<file path="src/rtl/cmd_stat_pkg.sv">
package cmd_stat_pkg;
  localparam int CU_OP_W = 4;
  localparam int RU_OP_W = 3;
  localparam logic [RU_OP_W-1:0] RU_STICKY_OP = 3'd6;
  localparam logic [15:0] HW_EVT_MASK = 16'hF900;
  localparam int SWI_BIT = 10;
  localparam int SWI_REQ_BIT = 9;
  localparam int MASK_BIT = 8;

  typedef struct packed {
    logic loadCu;
    logic loadRu;
    logic clrCu;
    logic clrRu;
    logic loadMask;
    logic setSwi;
    logic ackEvt;
  } strobe_t;
endpackage

</file>
<file path="src/rtl/cmd_stat_ctrl.sv">
module cmd_stat_ctrl
  import cmd_stat_pkg::*;
(
  input  logic               clk,
  input  logic               rstN,
  input  logic               hostCmdWr,
  input  logic [15:0]        hostCmdData,
  input  logic               hostStatWr,
  input  logic [CU_OP_W-1:0] cuField,
  input  logic [RU_OP_W-1:0] ruField,
  input  logic               cuAccept,
  input  logic               ruAccept,
  output logic               cuValid,
  output logic               ruValid,
  output strobe_t            stb
);
  logic ruHeld;
  logic cuWrNz, ruWrNz;
  logic unusedCmdBits;

  assign cuWrNz = hostCmdWr && (hostCmdData[7:4] != '0);
  assign ruWrNz = hostCmdWr && (hostCmdData[2:0] != '0);
  assign unusedCmdBits = ^{hostCmdData[15:10], hostCmdData[3]};

  assign cuValid = (cuField != '0);
  assign ruValid = (ruField != '0) && !ruHeld;

  always_comb begin
    stb          = '0;
    stb.loadCu   = cuWrNz;
    stb.loadRu   = ruWrNz;
    stb.clrCu    = cuValid && cuAccept;
    stb.clrRu    = ruValid && ruAccept && (ruField != RU_STICKY_OP);
    stb.loadMask = hostCmdWr;
    stb.setSwi   = hostCmdWr && hostCmdData[SWI_REQ_BIT];
    stb.ackEvt   = hostStatWr;
  end

  // The sticky receive opcode stays in its field but is offered only once.
  always_ff @(posedge clk) begin
    if (!rstN) begin
      ruHeld <= 1'b0;
    end else if (ruWrNz) begin
      ruHeld <= 1'b0;
    end else if (ruValid && ruAccept && (ruField == RU_STICKY_OP)) begin
      ruHeld <= 1'b1;
    end
  end

  AST_STICKY_NOT_REOFFERED: assert property (@(posedge clk) disable iff (!rstN)
    (ruValid && ruAccept && ruField == RU_STICKY_OP && !ruWrNz) |=> (!ruValid && ruField == RU_STICKY_OP));
endmodule

</file>
<file path="src/rtl/cmd_stat_dpath.sv">
module cmd_stat_dpath
  import cmd_stat_pkg::*;
#(
  parameter int PTR_W = 32
) (
  input  logic               clk,
  input  logic               rstN,
  input  strobe_t            stb,
  input  logic [15:0]        hostCmdData,
  input  logic [15:0]        hostStatData,
  input  logic               hostPtrWr,
  input  logic [PTR_W-1:0]   hostPtrData,
  input  logic [15:0]        evtIn,
  output logic [CU_OP_W-1:0] cuField,
  output logic [RU_OP_W-1:0] ruField,
  output logic [PTR_W-1:0]   cuPtrReg,
  output logic [PTR_W-1:0]   ruPtrReg,
  output logic               maskBit,
  output logic [7:0]         evtReg
);
  localparam int EVT_LO = 8;

  logic [PTR_W-1:0] ptrReg;
  logic [15:0] setVec;
  logic [15:0] clrVec;
  logic [7:0] evtNext;

  always_comb begin
    setVec = evtIn & HW_EVT_MASK;
    setVec[SWI_BIT] = stb.setSwi;
    clrVec = stb.ackEvt ? hostStatData : 16'h0000;
  end

  // Clear first, then set, so an event arriving with the acknowledge survives.
  for (genvar b = 0; b < 8; b++) begin : g_evt
    assign evtNext[b] = (evtReg[b] && !clrVec[EVT_LO + b]) || setVec[EVT_LO + b];
  end

  always_ff @(posedge clk) begin
    if (!rstN) begin
      ptrReg   <= '0;
      cuField  <= '0;
      ruField  <= '0;
      cuPtrReg <= '0;
      ruPtrReg <= '0;
      maskBit  <= 1'b1;
      evtReg   <= '0;
    end else begin
      if (hostPtrWr) ptrReg <= hostPtrData;
      if (stb.loadCu) begin
        cuField  <= hostCmdData[7:4];
        cuPtrReg <= ptrReg;
      end else if (stb.clrCu) begin
        cuField <= '0;
      end
      if (stb.loadRu) begin
        ruField  <= hostCmdData[2:0];
        ruPtrReg <= ptrReg;
      end else if (stb.clrRu) begin
        ruField <= '0;
      end
      if (stb.loadMask) maskBit <= hostCmdData[MASK_BIT];
      evtReg <= evtNext;
    end
  end

  AST_ACK_CLEARS: assert property (@(posedge clk) disable iff (!rstN)
    (stb.ackEvt && hostStatData[15] && !evtIn[15]) |=> !evtReg[7]);
  AST_EVENT_WINS: assert property (@(posedge clk) disable iff (!rstN)
    evtIn[14] |=> evtReg[6]);
endmodule

</file>
<file path="src/rtl/cmd_stat_unit.sv">
module cmd_stat_unit
  import cmd_stat_pkg::*;
#(
  parameter int PTR_W = 32
) (
  input  logic               clk,
  input  logic               rstN,
  input  logic               hostPtrWr,
  input  logic [PTR_W-1:0]   hostPtrData,
  input  logic               hostCmdWr,
  input  logic [15:0]        hostCmdData,
  input  logic               hostStatWr,
  input  logic [15:0]        hostStatData,
  output logic [15:0]        cmdWord,
  output logic [15:0]        statWord,
  output logic               irqOut,
  input  logic [15:0]        evtIn,
  input  logic [1:0]         cuState,
  input  logic [3:0]         ruState,
  output logic               cuValid,
  output logic [CU_OP_W-1:0] cuOp,
  output logic [PTR_W-1:0]   cuPtr,
  input  logic               cuAccept,
  output logic               ruValid,
  output logic [RU_OP_W-1:0] ruOp,
  output logic [PTR_W-1:0]   ruPtr,
  input  logic               ruAccept
);
  strobe_t stb;
  logic [CU_OP_W-1:0] cuField;
  logic [RU_OP_W-1:0] ruField;
  logic maskBit;
  logic [7:0] evtReg;

  cmd_stat_ctrl i_ctrl (
    .clk(clk), .rstN(rstN), .hostCmdWr(hostCmdWr), .hostCmdData(hostCmdData),
    .hostStatWr(hostStatWr), .cuField(cuField), .ruField(ruField),
    .cuAccept(cuAccept), .ruAccept(ruAccept), .cuValid(cuValid),
    .ruValid(ruValid), .stb(stb)
  );

  cmd_stat_dpath #(.PTR_W(PTR_W)) i_dpath (
    .clk(clk), .rstN(rstN), .stb(stb), .hostCmdData(hostCmdData),
    .hostStatData(hostStatData), .hostPtrWr(hostPtrWr), .hostPtrData(hostPtrData),
    .evtIn(evtIn), .cuField(cuField), .ruField(ruField), .cuPtrReg(cuPtr),
    .ruPtrReg(ruPtr), .maskBit(maskBit), .evtReg(evtReg)
  );

  assign cuOp     = cuField;
  assign ruOp     = ruField;
  assign cmdWord  = {6'b0, 1'b0, maskBit, cuField, 1'b0, ruField};
  assign statWord = {evtReg[7:2], 1'b0, evtReg[0], cuState, ruState, 2'b00};
  assign irqOut   = !maskBit && (evtReg != '0);

  AST_CU_CLEAR_ON_ACCEPT: assert property (@(posedge clk) disable iff (!rstN)
    (cuValid && cuAccept && !(hostCmdWr && hostCmdData[7:4] != '0)) |=> (!cuValid && cuOp == '0));
  AST_OFFER_HELD: assert property (@(posedge clk) disable iff (!rstN)
    (cuValid && !cuAccept && !hostCmdWr) |=> (cuValid && $stable(cuOp) && $stable(cuPtr)));
  AST_MASK_SILENCES: assert property (@(posedge clk) disable iff (!rstN)
    cmdWord[MASK_BIT] |-> !irqOut);
  AST_NO_SWI_READBACK: assert property (@(posedge clk) disable iff (!rstN)
    !cmdWord[SWI_REQ_BIT]);
endmodule

</file>
<file path="config.mk">
export PLATFORM = sky130hd
export DESIGN_NAME = cmd_stat_unit
export DESIGN_NICKNAME = d
export VERILOG_FILES = /design/src/rtl/cmd_stat_pkg.sv /design/src/rtl/cmd_stat_ctrl.sv /design/src/rtl/cmd_stat_dpath.sv /design/src/rtl/cmd_stat_unit.sv
export SDC_FILE = /design/constraint.sdc
export NUM_CORES = 1
export LEC_CHECK = 0
export BUFFER_PORTS_ARGS = -buffer_cell sky130_fd_sc_hd__buf_4
export CORE_ASPECT_RATIO = 2
export CORE_UTILIZATION = 50
export DETAILED_ROUTE_END_ITERATION = 16
export GPL_TIMING_DRIVEN = 0
export PLACE_DENSITY = 0.85
export SKIP_CTS_REPAIR_TIMING = 1
export SYNTH_ARGS = -nofsm -noshare
export SYNTH_HDL_FRONTEND = slang
export SYNTH_SLANG_ARGS = --single-unit
</file>
<file path="constraint.sdc">
create_clock -name clk -period 3.45 [get_ports clk]
set_input_delay 1.035 -clock clk [delete_from_list [all_inputs] [get_ports clk]]
set_output_delay 1.035 -clock clk [all_outputs]
set_load 0.005 [all_outputs]
</file>
# Word level (Yosys, flattened, before mapping)
# Cells that the tools add are included.
# W data, S select, Z words.
dict set report op_classes {
  mul 0
  div_mod_pow 0
  reduce_logical 42
  addsub 0
  eq_ne 2
  bitwise_logic 1
  n_mux 5
  shifts 0
  magnitude_cmp 0
}
# op n
set ops {}
lappend ops {{$logic_and A1 B1 Y1} 17}
lappend ops {{$mux W16} 1}
lappend ops {{$logic_not A1 Y1} 10}
lappend ops {{$mux W4} 2}
lappend ops {{$reduce_bool A4 Y1} 2}
lappend ops {{$reduce_bool A8 Y1} 1}
lappend ops {{$logic_or A1 B1 Y1} 7}
lappend ops {{$mux W3} 2}
lappend ops {{$reduce_bool A3 Y1} 2}
lappend ops {{$reduce_bool A2 Y1} 2}
lappend ops {{$eq A3 B3 Y1 const B} 1}
lappend ops {{$ne A3 B3 Y1 const B} 1}
lappend ops {{$reduce_or A2 Y1} 1}
lappend ops {{$not A1 Y1} 1}
dict set report totals {
  inputBits 93
  romBits 0
  n_memories 0
  latchBits 0
  out_inout_bits 106
  word_cells 58
  regBits 113
  ramBits 0
}

# Logic depth before layout (Yosys ltp)
dict set report logic_depth {
  depth_word 6
  mapped_depth 6
}

# Cells and area by module
# A second synthesis with hierarchy kept.
dict set report unflattened {
  hier_cells 421
  hier_area_um2 4596.9
}
# mod area_per_inst_um2 n_inst cells_each
set by_module_without_submodules {}
lappend by_module_without_submodules {cmd_stat_dpath 4240.3 1 374}
lappend by_module_without_submodules {cmd_stat_unit 209.0 1 29}
lappend by_module_without_submodules {cmd_stat_ctrl 147.6 1 18}

# Worst setup path after synthesis
# No wires, ideal clock.
dict set report synth_path {
  path_kind {input-to-output}
  from {in ruState[0]}
  to {out statWord[2]}
  path_stages 1
  path_buffers 1
  t_arrival_ns 1.146
  path_slack_ns 1.269
  required_time_ns 2.415
  path_cell_list {buf_4}
}
# element line
set synth_rtl {}
lappend synth_rtl {{from (decl)} cmd_stat_unit.sv:19} ;# input logic [3:0] ruState,
lappend synth_rtl {{to (decl)} cmd_stat_unit.sv:15} ;# output logic [15:0] statWord,
# No word-level cell between the ends.

# Worst setup path after layout
dict set report layout_path {
  from {reg i_dpath.cuField[3]}
  to {out cuValid}
}
dict set report layout_between {
  elab_chain_cells 1
}
# element line
set layout_lines {}
lappend layout_lines {{from (decl)} cmd_stat_dpath.sv:14} ;# output logic [CU_OP_W-1:0] cuField,
lappend layout_lines {{from (signal assigned)} cmd_stat_dpath.sv:51} ;# cuField <= hostCmdData[7:4];
lappend layout_lines {{$reduce_bool A4 Y1} cmd_stat_ctrl.sv:25} ;# assign cuValid = (cuField != '0);
lappend layout_lines {{to (decl)} cmd_stat_unit.sv:20} ;# output logic cuValid,
# Every way passes these cells.

==> impl_metrics.json <==
{
  "rsz0062_at_grt": "no",
  "setup_violations": 0,
  "avgSynthCellArea_sq_um": 9.28,
  "cp-end-kind": "output port",
  "critPathKind": "flip-flop to output port",
  "syn_inst": 467,
  "synth_area_sq_um": 4330,
  "top_layer": "met4",
  "syn_to_final_growth_pct": 43.8,
  "synth.yosys.seq_area_share_pct": 52.2,
  "yosys.area.top_type": "dfxtp_1",
  "final.setup.tns_ns": 0,
  "final_max_slew_viol_count": 0,
  "ant_nets": 0,
  "ir_drop_mv": 0.397,
  "grt_pass1_wl_mm": 18.8,
  "fillers": 629,
  "vias": 4077,
  "drive_above_1_share_pct": 35.6,
  "worstPathCellList": "or4_1, buf_4",
  "numCtsBuffers": 17,
  "crit_required_ns": 2.41,
  "drc": 0,
  "critPathTopFamily": "simple AND/OR/NAND/NOR gates",
  "placementRows": 47,
  "grt_use_total_pct": 28.5,
  "path_buf_inv": 1,
  "fin_crit_ns": 2.48,
  "antenna_found_initial": 0,
  "synth_area_leaders": "dfxtp_1, nand3_1, mux2i_1",
  "fin_crit_sh_pct": 71.9,
  "ios": 199,
  "synth.distinct_cells": 26,
  "cp_data_arrival_time_ns": 1.45,
  "start_util_pct": 51.9,
  "fin_nets": 742,
  "wl_met1_mm": 4.19,
  "mostFrequentLayoutCell": "buf_4",
  "clkSinkCount": 113,
  "final_cell_mix": "buf_4, dfxtp_1, nand3_1, o21ai_0, nand2_1",
  "met3_length_microns": 842,
  "routedWlPerCell_microns": 16.4,
  "cp-start-kind": "flip-flop",
  "clockRootBuffer": "clkbuf_16",
  "relSlewSlack_pct": 66.2,
  "clock.fmax_mhz": 403,
  "hold_viol": 0,
  "cts_buffer_depth": 2,
  "critPathMaxStageDelay_ns": 0.54,
  "dieArea_sq_um": 9060,
  "status": "finished clean",
  "cellPowerDensity_nw_per_um2": 561,
  "cp_slowest_cell": "or4_1",
  "worstSkewPairLatency_ns": 0.41,
  "core-area_sq_um": 8350,
  "maxCapViolCount": 0,
  "synth_top_area_share_pct": 52.2,
  "hp-class": "flip-flop to flip-flop",
  "overflow": 0,
  "cts_tree": "done",
  "htreeDepth": 4,
  "viasPerCell": 5.36,
  "ys.warnings.count": 0,
  "drt_iter0_drc": 236,
  "wl_mm": 12.4,
  "leakage_nw": 2.87,
  "die_h_microns": 134,
  "finish.instance_area_sq_um": 6230,
  "insertedDiodeCount": 0,
  "dp_hpwl_mm": 9.18,
  "grt_max_degree": 17,
  "worst_pin_slew_ns": 0.506,
  "die_w_microns": 67.8,
  "io_buffers": 153,
  "place_area_sq_um": 5640,
  "grt_pass1_vias": 3949,
  "crit_path_max_fanout": 4,
  "wl_met2_mm": 6.87,
  "clk_pin_slew_worst_paths_ns": 0.05,
  "synth-seq-cells": 113,
  "skew_ns": 0.00388,
  "place_congestion": 0.816,
  "dr.pass1.iters": 4
}
synthesized netlist by cell type:
| library cell | n |
|---|---|
| nor2b_1 | 40 |
| o31ai_2 | 1 |
| nor4_1 | 2 |
| or4_1 | 1 |
| o211a_1 | 1 |
| buf_2 | 16 |
| a32o_1 | 1 |
| inv_1 | 1 |
| and3_1 | 1 |
| dfxtp_1 | 113 |
| nor3_1 | 2 |
| a22oi_1 | 1 |
| mux2i_1 | 33 |
| nand2b_1 | 1 |
| nand4b_1 | 5 |
| conb_1 | 1 |
| buf_4 | 35 |
| a21oi_1 | 9 |
| o21ai_0 | 65 |
| o41ai_4 | 1 |
| clkbuf_1 | 17 |
| nor2_1 | 1 |
| a41o_1 | 1 |
| nand3_1 | 69 |
| buf_6 | 1 |
| nand2_1 | 48 |
registers in the layout, indices dropped and copies added, names as in the netlist:
signal,flops
i_dpath.maskBit,1
i_dpath.evtReg,8
i_dpath.cuPtrReg,32
i_dpath.ruField,3
i_dpath.cuField,4
i_ctrl.ruHeld,1
i_dpath.ptrReg,32
i_dpath.ruPtrReg,32
cell families after synthesis:
family / synth area share (%)
compound gates: 10.3
buf+inv: 9.73
flops: 52.2
mux: 7.63
other cells: 0.0866
simple gates: 20.0
final cells by class:
class                      count  area (sq um)  share of cell area, %
inverter                       1          3.75                 0.0603
clock inverter                11           138                   2.21
sequential                   113          2260                   36.3
tap                           98           123                   1.97
multi-input combinational    294          1690                   27.1
timing repair buffer         153          1150                   18.4
clock buffer                  21           450                   7.23
buffer                        69           418                   6.71
metrics by stage:
step | cells | utilization, % | hold WS, ns | setup slack, ns | total power [mW]
after floorplan | 477 | - | 0.412 | 1.27 | 1.59
after global placement | 728 | 67.5 | 0.431 | 1.09 | 1.76
after detailed placement | 728 | 67.5 | 0.427 | 1.04 | 1.77
after CTS | 760 | 74.6 | 0.436 | 0.975 | 3.49
after global routing | 760 | 74.6 | 0.450 | 0.929 | 3.59
final | 760 | 74.6 | 0.435 | 0.969 | 3.49
where the power goes:
part           total (mW)  leakage [nW]  internal, mW  switching [mW]
registers            1.41         0.925          1.37          0.0392
clock network        1.74         0.283          1.14           0.598
logic               0.347          1.66         0.185           0.161
worst reg2reg max path, stage by stage, from the launching register on:
cell and delay [ns]:
dfxtp_1 0.32, nor2b_1 0.20, o21ai_0 0.14, a41o_1 0.25
layer usage:
metal | global-route usage [%] | up-vias
li1 | - | 1924
met1 | 26.7 | 1895
met2 | 51.4 | 212
met3 | 8.73 | 46
met4 | 15.9 | 0
met5 | 0 | -
final timing paths:
path	endpoint	slack (ns)	cells after the start	start
max	cuValid	0.97	2	i_dpath.cuField[3]$_SDFFE_PN0P_
min	i_dpath.evtReg[1]$_SDFF_PN0_	0.44	2	i_dpath.evtReg[1]$_SDFF_PN0_
max reg2reg	i_dpath.ruField[1]$_SDFFE_PN0P_	2.44	3	i_ctrl.ruHeld$_SDFFE_PP0P_
min reg2reg	i_dpath.evtReg[1]$_SDFF_PN0_	0.44	2	i_dpath.evtReg[1]$_SDFF_PN0_
No activity file was read; power rests on OpenSTA's default activity.
